==> config.mk <==
export PLATFORM = sky130hd
export DESIGN_NAME = irq_dest_resolver
export DESIGN_NICKNAME = d
export VERILOG_FILES = /design/src/rtl/irqdr_pkg.sv /design/src/rtl/irqdr_agent_match.sv /design/src/rtl/irqdr_first_one.sv /design/src/rtl/irqdr_target_sel.sv /design/src/rtl/irq_dest_resolver.sv
export SDC_FILE = /design/constraint.sdc
export NUM_CORES = 1
export LEC_CHECK = 0
export ABC_AREA = 1
export BUFFER_PORTS_ARGS = -buffer_cell sky130_fd_sc_hd__buf_2
export CAP_MARGIN = 25
export CORE_MARGIN = 1.5
export CORE_UTILIZATION = 52
export CTS_BUF_LIST = sky130_fd_sc_hd__clkbuf_16
export DETAILED_ROUTE_END_ITERATION = 12
export PLACE_DENSITY_LB_ADDON = 0.12
export SYNTH_ARGS = -nofsm -noshare
export SYNTH_HDL_FRONTEND = slang
export SYNTH_HIERARCHICAL = 1
export SYNTH_SLANG_ARGS = --single-unit
==> constraint.sdc <==
create_clock -name clk -period 6.8 [get_ports clk]
set_input_delay 2.04 -clock clk [delete_from_list [all_inputs] [get_ports clk]]
set_output_delay 2.04 -clock clk [all_outputs]
set_load 0.05 [all_outputs]
==> src/rtl/irqdr_pkg.sv <==
package irqdr_pkg;
  // Low command word field positions
  localparam int VEC_LSB   = 0;
  localparam int MODE_LSB  = 8;
  localparam int LOGIC_BIT = 11;
  localparam int LEVEL_BIT = 14;
  localparam int TRIG_BIT  = 15;
  localparam int SH_LSB    = 18;
  // High command word destination top bit
  localparam int DEST_MSB  = 31;

  localparam logic [2:0] DM_LOWPRI = 3'd1;
  localparam logic [2:0] DM_INIT   = 3'd5;

  typedef enum logic [1:0] {
    SH_NONE   = 2'd0,
    SH_SELF   = 2'd1,
    SH_ALL    = 2'd2,
    SH_OTHERS = 2'd3
  } shorthand_e;
endpackage

==> src/rtl/irqdr_agent_match.sv <==
module irqdr_agent_match #(
  parameter int ID_W  = 8,
  parameter int FMT_W = 4
) (
  input  logic [ID_W-1:0]  dest,
  input  logic [ID_W-1:0]  agent_id,
  input  logic [ID_W-1:0]  agent_ldr,
  input  logic [FMT_W-1:0] agent_fmt,
  output logic             phys_hit,
  output logic             log_hit
);
  localparam int HALF = ID_W / 2;

  logic flat_hit;
  logic clus_hit;

  assign phys_hit = (dest == agent_id);
  assign flat_hit = |(dest & agent_ldr);
  assign clus_hit = (dest[ID_W-1:HALF] == agent_ldr[ID_W-1:HALF]) &&
                    (|(dest[HALF-1:0] & agent_ldr[HALF-1:0]));

  always_comb begin
    if (agent_fmt == {FMT_W{1'b1}})  log_hit = flat_hit;
    else if (agent_fmt == '0)        log_hit = clus_hit;
    else                             log_hit = 1'b0;
  end
endmodule

==> src/rtl/irqdr_first_one.sv <==
module irqdr_first_one #(
  parameter int W = 8
) (
  input  logic [W-1:0] req,
  output logic [W-1:0] pick
);
  logic found;
  always_comb begin
    pick  = '0;
    found = 1'b0;
    for (int i = 0; i < W; i++) begin
      if (req[i] && !found) begin
        pick[i] = 1'b1;
        found   = 1'b1;
      end
    end
  end
endmodule

==> src/rtl/irqdr_target_sel.sv <==
module irqdr_target_sel
  import irqdr_pkg::*;
#(
  parameter int N_AGENTS = 8,
  parameter int IDX_W    = 3,
  parameter int ID_W     = 8
) (
  input  logic [ID_W-1:0]     dest,
  input  logic                logical,
  input  shorthand_e          shorthand,
  input  logic [IDX_W-1:0]    sender_idx,
  input  logic [N_AGENTS-1:0] phys_hit,
  input  logic [N_AGENTS-1:0] log_hit,
  output logic [N_AGENTS-1:0] mask
);
  logic [N_AGENTS-1:0] phys_first;
  logic [N_AGENTS-1:0] self_bit;
  logic [N_AGENTS-1:0] addr_mask;

  irqdr_first_one #(.W(N_AGENTS)) u_phys_first (
    .req  (phys_hit),
    .pick (phys_first)
  );

  for (genvar g = 0; g < N_AGENTS; g++) begin : g_self
    assign self_bit[g] = (sender_idx == IDX_W'(g));
  end

  always_comb begin
    if (logical)                   addr_mask = log_hit;
    else if (dest == {ID_W{1'b1}}) addr_mask = '1;
    else                           addr_mask = phys_first;
  end

  always_comb begin
    unique case (shorthand)
      SH_SELF:   mask = self_bit;
      SH_ALL:    mask = '1;
      SH_OTHERS: mask = ~self_bit;
      default:   mask = addr_mask;
    endcase
  end
endmodule

==> src/rtl/irq_dest_resolver.sv <==
module irq_dest_resolver
  import irqdr_pkg::*;
#(
  parameter int N_AGENTS = 8,
  parameter int ID_W     = 8,
  parameter int FMT_W    = 4,
  localparam int IDX_W   = (N_AGENTS > 1) ? $clog2(N_AGENTS) : 1
) (
  input  logic                      clk,
  input  logic                      rst,
  input  logic                      cmd_wr_hi,
  input  logic                      cmd_wr_lo,
  input  logic [31:0]               cmd_wdata,
  input  logic [IDX_W-1:0]          sender_idx,
  input  logic [N_AGENTS*ID_W-1:0]  agent_id_vec,
  input  logic [N_AGENTS*ID_W-1:0]  agent_ldr_vec,
  input  logic [N_AGENTS*FMT_W-1:0] agent_fmt_vec,
  output logic                      dlv_valid,
  output logic [N_AGENTS-1:0]       dlv_mask,
  output logic [7:0]                dlv_vector,
  output logic [2:0]                dlv_mode,
  output logic                      dlv_trigger,
  output logic                      arb_sync_valid,
  output logic [N_AGENTS-1:0]       arb_sync_mask
);
  logic [ID_W-1:0]     dest_q;
  logic [N_AGENTS-1:0] phys_hit;
  logic [N_AGENTS-1:0] log_hit;
  logic [N_AGENTS-1:0] resolved;
  logic [N_AGENTS-1:0] lowest;
  logic [N_AGENTS-1:0] final_mask;
  logic [2:0]          mode;
  logic                init_deassert;
  logic                unused_rsvd;

  assign unused_rsvd = ^{cmd_wdata[31-ID_W:20], cmd_wdata[17:16], cmd_wdata[13:12]};

  // High word: only the destination byte is kept
  always_ff @(posedge clk) begin
    if (rst)            dest_q <= '0;
    else if (cmd_wr_hi) dest_q <= cmd_wdata[DEST_MSB -: ID_W];
  end

  for (genvar g = 0; g < N_AGENTS; g++) begin : g_agent
    irqdr_agent_match #(.ID_W(ID_W), .FMT_W(FMT_W)) u_match (
      .dest      (dest_q),
      .agent_id  (agent_id_vec[g*ID_W +: ID_W]),
      .agent_ldr (agent_ldr_vec[g*ID_W +: ID_W]),
      .agent_fmt (agent_fmt_vec[g*FMT_W +: FMT_W]),
      .phys_hit  (phys_hit[g]),
      .log_hit   (log_hit[g])
    );
  end

  irqdr_target_sel #(.N_AGENTS(N_AGENTS), .IDX_W(IDX_W), .ID_W(ID_W)) u_sel (
    .dest       (dest_q),
    .logical    (cmd_wdata[LOGIC_BIT]),
    .shorthand  (shorthand_e'(cmd_wdata[SH_LSB +: 2])),
    .sender_idx (sender_idx),
    .phys_hit   (phys_hit),
    .log_hit    (log_hit),
    .mask       (resolved)
  );

  irqdr_first_one #(.W(N_AGENTS)) u_lowpri (
    .req  (resolved),
    .pick (lowest)
  );

  assign mode          = cmd_wdata[MODE_LSB +: 3];
  assign init_deassert = (mode == DM_INIT) && !cmd_wdata[LEVEL_BIT] && cmd_wdata[TRIG_BIT];
  assign final_mask    = (mode == DM_LOWPRI) ? lowest : resolved;

  always_ff @(posedge clk) begin
    if (rst) begin
      dlv_valid      <= 1'b0;
      arb_sync_valid <= 1'b0;
      dlv_mask       <= '0;
      arb_sync_mask  <= '0;
      dlv_vector     <= '0;
      dlv_mode       <= '0;
      dlv_trigger    <= 1'b0;
    end else begin
      dlv_valid      <= cmd_wr_lo && !init_deassert;
      arb_sync_valid <= cmd_wr_lo && init_deassert;
      if (cmd_wr_lo) begin
        dlv_mask      <= final_mask;
        arb_sync_mask <= resolved;
        dlv_vector    <= cmd_wdata[VEC_LSB +: 8];
        dlv_mode      <= mode;
        dlv_trigger   <= cmd_wdata[TRIG_BIT];
      end
    end
  end
endmodule

=== Word level (Yosys, flattened, before mapping) ===
Index checks and enable logic that the tools add are counted.

* Logic and storage cells: 177
* Output and inout bits: 30
* Input bits: 199
* Bits in registers: 38

* Reductions and logical operators: 67
* Equality and inequality tests: 37
* Bitwise logic cells: 17
* Mux-type cells: 48

{| class="wikitable"
|+ Operators with widths
! kind !! number
|-
| 8-bit AND || 8
|-
| 8-bit equality test || 8
|-
| 8-bit OR reduction || 8
|-
| 1-bit 2-to-1 mux || 44
|-
| 4-bit AND || 8
|-
| 4-bit equality test || 8
|-
| 4-bit equality test, second input constant || 8
|-
| 4-bit logical NOT || 8
|-
| 4-bit OR reduction || 8
|-
| 1-bit logical AND || 26
|-
| 8-bit 2-to-1 mux || 3
|-
| 8-bit one-hot mux with 3 select lines || 1
|-
| 1-bit logical NOT || 16
|-
| 3-bit equality test, second input constant || 5
|-
| 8-bit equality test, second input constant || 1
|-
| 8-bit NOT || 1
|-
| 3-bit by 1-bit equality test with 1-bit output, second input constant || 2
|-
| 3-bit by 2-bit equality test with 1-bit output, second input constant || 2
|-
| 2-bit equality test, second input constant || 2
|-
| 3-bit logical NOT || 1
|-
| 2-bit by 1-bit equality test with 1-bit output, second input constant || 1
|}

=== Depth between registers and ports, before layout ===
Gate-level depths: netlist of run 1.

* Depth in word-level cells: 49
* Mapped depth: 20
* Mapped depth without buffers: 20

=== Modules after synthesis ===
The synthesis of run 1 kept the hierarchy.

{| class="wikitable"
|+ Modules (own cells, without submodules)
! module !! area an instance (µm²) !! times used !! cells an instance !! sequential area each (µm²)
|-
| irqdr_agent_match || 321.6 || 8 || 75 || 0.0
|-
| irq_dest_resolver || 1,477.7 || 1 || 198 || 760.7
|-
| irqdr_target_sel || 457.9 || 1 || 102 || 0.0
|-
| irqdr_first_one || 90.1 || 2 || 18 || 0.0
|}

=== Worst setup path after synthesis of run 1 ===
No wires, ideal clock.

* Path type: input-to-reg
* Start: input agent_id_vec[1]
* End: register dlv_mask[7]
* Buffers on the path: 0
* Data required time: 6,744 ps
* Arrival time: 3,545 ps
* Stages on the path: 18
* Slack: 3,200 ps
* Cell sequence: inv_1 nand2_1 nand2_1 nor2_1 nand2_1 nor2_1 nor2_1 nor2_1 nand2_1 nand2_1 nand2_1 nor2_2 nand4_2 nor3_1 nand4_1 nand3_1 nand2_1 inv_1

* Cells in the longest elaborated chain, start to end: 29
* Elaborated cells on any way between the ends: 55
* Classes of those cells: 1 x eq/ne; 26 x mux; 28 x reduce/logical

{| class="wikitable"
|+ Ends and longest elaborated chain
! element !! line !! source
|-
| start, declared || irq_dest_resolver.sv:15 || <nowiki>input logic [N_AGENTS*ID_W-1:0] agent_id_vec,</nowiki>
|-
| 8-bit equality test * || irqdr_agent_match.sv:17 || <nowiki>assign phys_hit = (dest == agent_id);</nowiki>
|-
| net phys_hit[0] || irq_dest_resolver.sv:27 || <nowiki>logic [N_AGENTS-1:0] phys_hit;</nowiki>
|-
| 1-bit 2-to-1 mux * || irqdr_first_one.sv:12 || <nowiki>if (req[i] && !found) begin</nowiki>
|-
| 1-bit logical NOT * || irqdr_first_one.sv:12 ||
|-
| 1-bit logical AND * || irqdr_first_one.sv:12 ||
|-
| 1-bit 2-to-1 mux * || irqdr_first_one.sv:12 ||
|-
| net u_sel.phys_first[1] || irqdr_target_sel.sv:16 || <nowiki>logic [N_AGENTS-1:0] phys_first;</nowiki>
|-
| 8-bit 2-to-1 mux * || irqdr_target_sel.sv:31 || <nowiki>else if (dest == {ID_W{1'b1}}) addr_mask = '1;</nowiki>
|-
| (+2 left out) || -- ||
|-
| net resolved[1] || irq_dest_resolver.sv:29 || <nowiki>logic [N_AGENTS-1:0] resolved;</nowiki>
|-
| (+14 left out) || -- ||
|-
| 1-bit logical NOT || irqdr_first_one.sv:12 ||
|-
| 1-bit logical AND || irqdr_first_one.sv:12 ||
|-
| 1-bit 2-to-1 mux * || irqdr_first_one.sv:12 ||
|-
| 1-bit logical NOT * || irqdr_first_one.sv:12 ||
|-
| 1-bit logical AND * || irqdr_first_one.sv:12 ||
|-
| 1-bit 2-to-1 mux * || irqdr_first_one.sv:12 ||
|-
| net lowest[7] || irq_dest_resolver.sv:30 || <nowiki>logic [N_AGENTS-1:0] lowest;</nowiki>
|-
| 8-bit 2-to-1 mux * || irq_dest_resolver.sv:72 || <nowiki>assign final_mask = (mode == DM_LOWPRI) ? lowest : resolved;</nowiki>
|-
| end signal, assigned || irq_dest_resolver.sv:87 || <nowiki>dlv_mask <= final_mask;</nowiki>
|-
| end, declared || irq_dest_resolver.sv:19 || <nowiki>output logic [N_AGENTS-1:0] dlv_mask,</nowiki>
|}

Mark *: on every way through the listed nets, which the timed path passes. The rest lies on a longest branch.
A chain may end at the register's enable or synchronous reset.

=== Final worst setup path of run 1 ===
* Start: input agent_id_vec[7]
* End: register dlv_mask[6]

* Cells in the longest elaborated chain, start to end: 26
* Elaborated cells on any way between the ends: 48
* Classes of those cells: 1 x eq/ne; 23 x mux; 24 x reduce/logical

{| class="wikitable"
|+ Ends and longest elaborated chain
! element !! line
|-
| 8-bit equality test * || irqdr_agent_match.sv:17
|-
| net phys_hit[0] || irq_dest_resolver.sv:27
|-
| 1-bit 2-to-1 mux * || irqdr_first_one.sv:12
|-
| 1-bit logical NOT * || irqdr_first_one.sv:12
|-
| 1-bit logical AND * || irqdr_first_one.sv:12
|-
| 1-bit 2-to-1 mux * || irqdr_first_one.sv:12
|-
| net u_sel.phys_first[1] || irqdr_target_sel.sv:16
|-
| 8-bit 2-to-1 mux * || irqdr_target_sel.sv:31
|-
| (+2 left out) || --
|-
| net resolved[1] || irq_dest_resolver.sv:29
|-
| (+11 left out) || --
|-
| 1-bit logical NOT || irqdr_first_one.sv:12
|-
| 1-bit logical AND || irqdr_first_one.sv:12
|-
| 1-bit 2-to-1 mux * || irqdr_first_one.sv:12
|-
| 1-bit logical NOT * || irqdr_first_one.sv:12
|-
| 1-bit logical AND * || irqdr_first_one.sv:12
|-
| 1-bit 2-to-1 mux * || irqdr_first_one.sv:12
|-
| net lowest[6] || irq_dest_resolver.sv:30
|-
| 8-bit 2-to-1 mux * || irq_dest_resolver.sv:72
|}

Marked as above.

==> metrics.txt, run 1 <==
status completed; GRT Overall Usage 0.279; Max Cap Violations 0; Initial Util 0.538; Detail Route Antenna Nets 0; commonest non-fill, non-tap cell in the layout nand2_1; first-pass GRT wire length roughly 22 mm; P_leak 0.00389 uW; number of global-route vias before repair 5185; PortBufs between 200 and 250; critical path class in -> reg; nets 1387; TritonCTS buffer count 5; largest net degree at the start of global routing 41; CTS Sinks 38; die width around 100 um; Max Clk Rate 0.259 GHz; # rows 34; Root Driver clkbuf_16; Tcrit/Tclk final 0.568; layout cell share with drive strength beyond 1 0.217; DRC violations left 0; GPL Wtd Cong approximately 0.84; vias per cell 4.63; final slew viol count 0; FF-to-FF setup slack 3860 ps; Inst Count DP 1252; area of the die between 9000 and 10000 sq um; Die Y 98.0 um; Mapped Area 4690 sq um; Top Ports 229; drt initial violations between 300 and 400; Total Power ~800 uW; DR vias 5861; Final min period ~3900 ps; Req. time, crit path 7030 ps; PnR worst setup slack 2940 ps; GR Util met3 0.0537; Peak VDD IR 165 uV; CTS tree yes; Worst Max-Slew Pin Slew 655 ps; crit path launch type input port; htree depth 2; syn avg cell area 5.01 sq um; Hold Vio Cnt, Final 0; Synth Instances between 900 and 1k; Worst Clk Skew 5.01 ps; CTS resizes 0; DPL Wire Length roughly 10 mm; Synthesis Warnings 6; most frequent cells in the layout 361 x nand2_1, 220 x buf_2, 201 x nor2_1; Synth cell types 27; wire per inst around 11 um; post-placement setup slack 2760 ps; GRT overflow 0; RSZ-0062 raised after global routing no; core area 8720 sq um; Final Non-Filler Cells about 1.3k; slew margin rel. 0.563; cell area power density between 100 and 150 nW/um^2; antenna violations before repair 0; Max FO, Critical Path 6; postcts setup bufs 0; Area Overhead vs Synth 29.9%; Clock transition at path regs 60 ps; M2 GR Usage 0.482; Worst Setup End Kind register; FF+latch count, synth 38; Hold Crit Class reg -> reg; Critical Path AT 4090 ps; number of diodes 0; gr busiest metal met2; fin util 0.699; CTS Buffer Depth 2; final WL 13.4 mm; DR pass1 iterations 5; setup tns final 0 ps; Worst-Skew Late Latency 280 ps; Post-Syn Nets 1167; hold buffer count at CTS 0; final setup vio count 0; GRT met1 Usage 0.360; register area share after synthesis 0.162
## flip-flops by register name (all words and copies together), names as in the netlist
register / cells
dlv_valid: 1
dlv_vector: 8
arb_sync_valid: 1
dest_q: 8
dlv_trigger: 1
dlv_mask: 8
dlv_mode: 3
arb_sync_mask: 8
## per-stage QoR
stage,cell area (sq um),hold WS (ps)
after floorplan,4690,723
after global placement,5830,457
after detailed placement,5830,466
after CTS,5970,480
after global routing,6090,506
final,6090,477
## worst max-delay path: stages
cell and delay (ps):
buf_2 100, inv_1 40, nand2_1 50, nand2_1 60
nor2_1 140, nand2_1 80, nor2_1 330, nor2_1 100
nor2_1 100, nand2_1 50, nand2_1 60, nand2_1 140
nor2_2 180, nand4_2 130, nor3_1 150, nand4_1 110
nand3_1 120, nand2_1 60, inv_1 40
## path summary, 6_finish.rpt
check / start / to / depth (start not counted)
worst max-delay path: agent_id_vec[7] / dlv_mask[6]$_SDFFE_PP0P_ / 19
worst min-delay path: dlv_vector[4]$_SDFFE_PP0P_ / dlv_vector[4]$_SDFFE_PP0P_ / 2
worst max register to register: dest_q[1]$_SDFFE_PP0P_ / dlv_mask[6]$_SDFFE_PP0P_ / 19
worst min register to register: dlv_vector[4]$_SDFFE_PP0P_ / dlv_vector[4]$_SDFFE_PP0P_ / 2
## cell type report
type                    instances  area [sq um]
multi-input cells             700          3110
fillers                       873          2630
repair buffers                228          1250
flip-flops and latches         38           761
inverters                     183           692
well taps                     108           135
clock buffers                   5           125
clock inverters                 3          16.3
## cells in the mapped netlist, drive strengths merged
library cell / number / area (sq um)
nand3: 28 / 145
dfxtp: 38 / 761
inv: 183 / 692
ha: 32 / 400
nor3: 15 / 80.1
clkbuf: 1 / 5.00
nand4: 10 / 75.1
buf: 14 / 116
nor4: 2 / 12.5
and2: 8 / 50.1
nand2: 362 / 1370
nor2: 204 / 778
o21ai: 29 / 145
a21oi: 10 / 61.3
## cells by family after synthesis
| kind of cell | after synthesis | synth area share |
|---|---|---|
| adder cells (fa/ha/maj) | 32 | 0.0854 |
| AND/OR/NAND/NOR | 629 | 0.535 |
| buffers and inverters | 198 | 0.173 |
| flip-flops | 38 | 0.162 |
| AO/OA/AOI/OAI | 39 | 0.0440 |
## power breakdown
| part | switching, uW | total [uW] | internal, uW |
|---|---|---|---|
| Sequential | 14.0 | 253 | 239 |
| Combinational | 203 | 332 | 129 |
| Clock | 83.4 | 217 | 133 |
## layer usage
metal  up-vias  share of wire
met5         -              0
met4         0          0.019
met3        20          0.089
met2       222           0.45
met1      2419           0.44
li1       3200              -
Power figures use the tool's default switching activity.
==> inputs of run 2 (changes only) <==
--- a/config.mk
+++ b/config.mk
@@ -9,7 +9,7 @@
 export BUFFER_PORTS_ARGS = -buffer_cell sky130_fd_sc_hd__buf_2
 export CAP_MARGIN = 25
 export CORE_MARGIN = 1.5
-export CORE_UTILIZATION = 52
+export CORE_UTILIZATION = 48
 export CTS_BUF_LIST = sky130_fd_sc_hd__clkbuf_16
 export DETAILED_ROUTE_END_ITERATION = 12
 export PLACE_DENSITY_LB_ADDON = 0.12
==> constraint.sdc (replaced) <==
create_clock -name clk -period 3.9 [get_ports clk]
set_input_delay 1.17 -clock clk [delete_from_list [all_inputs] [get_ports clk]]
set_output_delay 1.17 -clock clk [all_outputs]
set_load 0.05 [all_outputs]
==> metrics.txt, run 2 (synthesis gave the netlist of run 1 again) <==
Hold Vio Cnt, Final 0 (unchanged); slew margin rel. 0.323 (-0.241); number of global-route vias before repair 4971 (-4.1%); Max Clk Rate 0.335 GHz; commonest non-fill, non-tap cell in the layout nand2_1; first-pass GRT wire length 21.4 mm (-4.3%); DR pass1 iterations 5 (unchanged); Initial Util 0.500 (-0.0373); CTS resizes 0 (unchanged); area of the die 10400 sq um (+8.1%); vias per cell 4.52 (-2.5%); Die Y 102 um (+4.0%); CTS tree yes; Final min period 2980 ps; fin util 0.645 (-0.0538); critical path class reg -> reg; Req. time, crit path 4120 ps (-2910 ps); Area Overhead vs Synth 28.9%; hold buffer count at CTS 0 (unchanged); core area 9370 sq um (+7.5%); nets 1386 (-0.072%); Layout fillers 1026 (+18%); Worst Setup End Kind register; CTS Sinks 38 (unchanged); Peak VDD IR 208 uV (+26%); most frequent cells in the layout 361 x nand2_1, 220 x buf_2, 201 x nor2_1; GPL Wtd Cong 0.889 (+5.8%); htree depth 2 (unchanged); Root Driver clkbuf_16; Detail Route Antenna Nets 0 (unchanged); die width 102 um (+4.0%); TritonCTS buffer count 5 (unchanged); DPL Wire Length 10.9 mm (+4.8%); crit path launch type register; antenna violations before repair 1 (+1); final WL 13.5 mm (+0.76%); cell area power density 228 nW/um^2 (+74%); Clock transition at path regs 50 ps (about the same); wire per inst 10.5 um (-0.89%); Worst Clk Skew 1.79 ps (-3.22 ps); Worst Max-Slew Pin Slew 1010 ps (+360 ps); P_leak 0.00387 uW (-0.58%); Hold Crit Class reg -> reg; GRT overflow 0 (unchanged); Max FO, Critical Path 26 (+20); CTS Buffer Depth 2 (unchanged); Worst Setup SP dest_q[3]$_SDFFE_PP0P_; Tcrit/Tclk final 0.765; status completed; FF-to-FF Start dest_q[3]$_SDFFE_PP0P_; DRC violations left 0 (unchanged); RSZ-0062 raised after global routing no; # rows 35 (+2.9%); setup tns final 0 ps (unchanged); hold_sp dlv_vector[4]$_SDFFE_PP0P_; postcts setup bufs 0 (unchanged); Critical Path AT 3210 ps (-880 ps); largest net degree at the start of global routing 41 (unchanged); Worst-Skew Late Latency 270 ps (about the same); layout cell share with drive strength beyond 1 0.215 (-0.00154); final setup vio count 0 (unchanged); Max Cap Violations 0 (unchanged); Top Ports 229 (unchanged); GRT Overall Usage 0.257 (-0.0221); PortBufs 220 (unchanged); drt initial violations 215 (-30%); final slew viol count 0 (unchanged); DR vias 5811 (-0.85%)
## run 2: stage by stage
step / std cells / power [uW] / hold slack (ps) / worst slack, ps / area, sq um
floorplan: 936 / 817 / 723 / 1170 / 4690
CTS: 1284 / 1380 / 482 / 817 / 6010
global route: 1286 / 1490 / 519 / 487 / 6040
finish: 1286 / 1380 / 478 / 916 / 6040
global placement: 1276 / 998 / 460 / 709 / 5870
detailed placement: 1276 / 1010 / 469 / 700 / 5870
## run 2: layout make-up
cell class	count	area, sq um	share of cell area
antenna	1	2.50	0.000414
inverter	183	692	0.115
sequential	38	761	0.126
clock inverter	3	12.5	0.00207
multi-input combinational	700	3110	0.515
timing repair buffer	227	1170	0.194
tap	129	161	0.0267
clock buffer	5	125	0.0207
## run 2: report_power, final
part           switching (uW)  internal, uW
clock network             143           231
registers                41.9           416
logic                     332           215
total                     517           862
## run 2: final timing paths
kind	endpoint	slack (ps)	depth (start not counted)
worst max-delay path	dlv_mask[7]$_SDFFE_PP0P_	920	18
worst min-delay path	dlv_vector[4]$_SDFFE_PP0P_	480	2
worst max register to register	dlv_mask[7]$_SDFFE_PP0P_	920	18
worst min register to register	dlv_vector[4]$_SDFFE_PP0P_	480	2
## run 2: metal layers
layer | wire length [um] | vias up | part of all wire | track usage
li1 | - | 3203 | - | -
met1 | 6130 | 2401 | 0.45 | 0.327
met2 | 6160 | 187 | 0.46 | 0.462
met3 | 991 | 20 | 0.073 | 0.0397
met4 | 255 | 0 | 0.019 | 0.0516
met5 | 0 | - | 0 | 0
## run 2: worst max-delay path, cell delays in order (launching register included)
cell and delay [ps]:
dfxtp_1 980, inv_1 90, nand2_1 100, nand2_1 50
nor2_1 80, nand2_1 80, nor2_1 330, nor2_1 90
nor2_1 90, nand2_1 60, nand2_1 80, nand2_1 140
nor2_2 170, nand4_2 120, nor3_1 150, nand4_1 120
nand3_1 110, nand2_1 60, inv_1 40
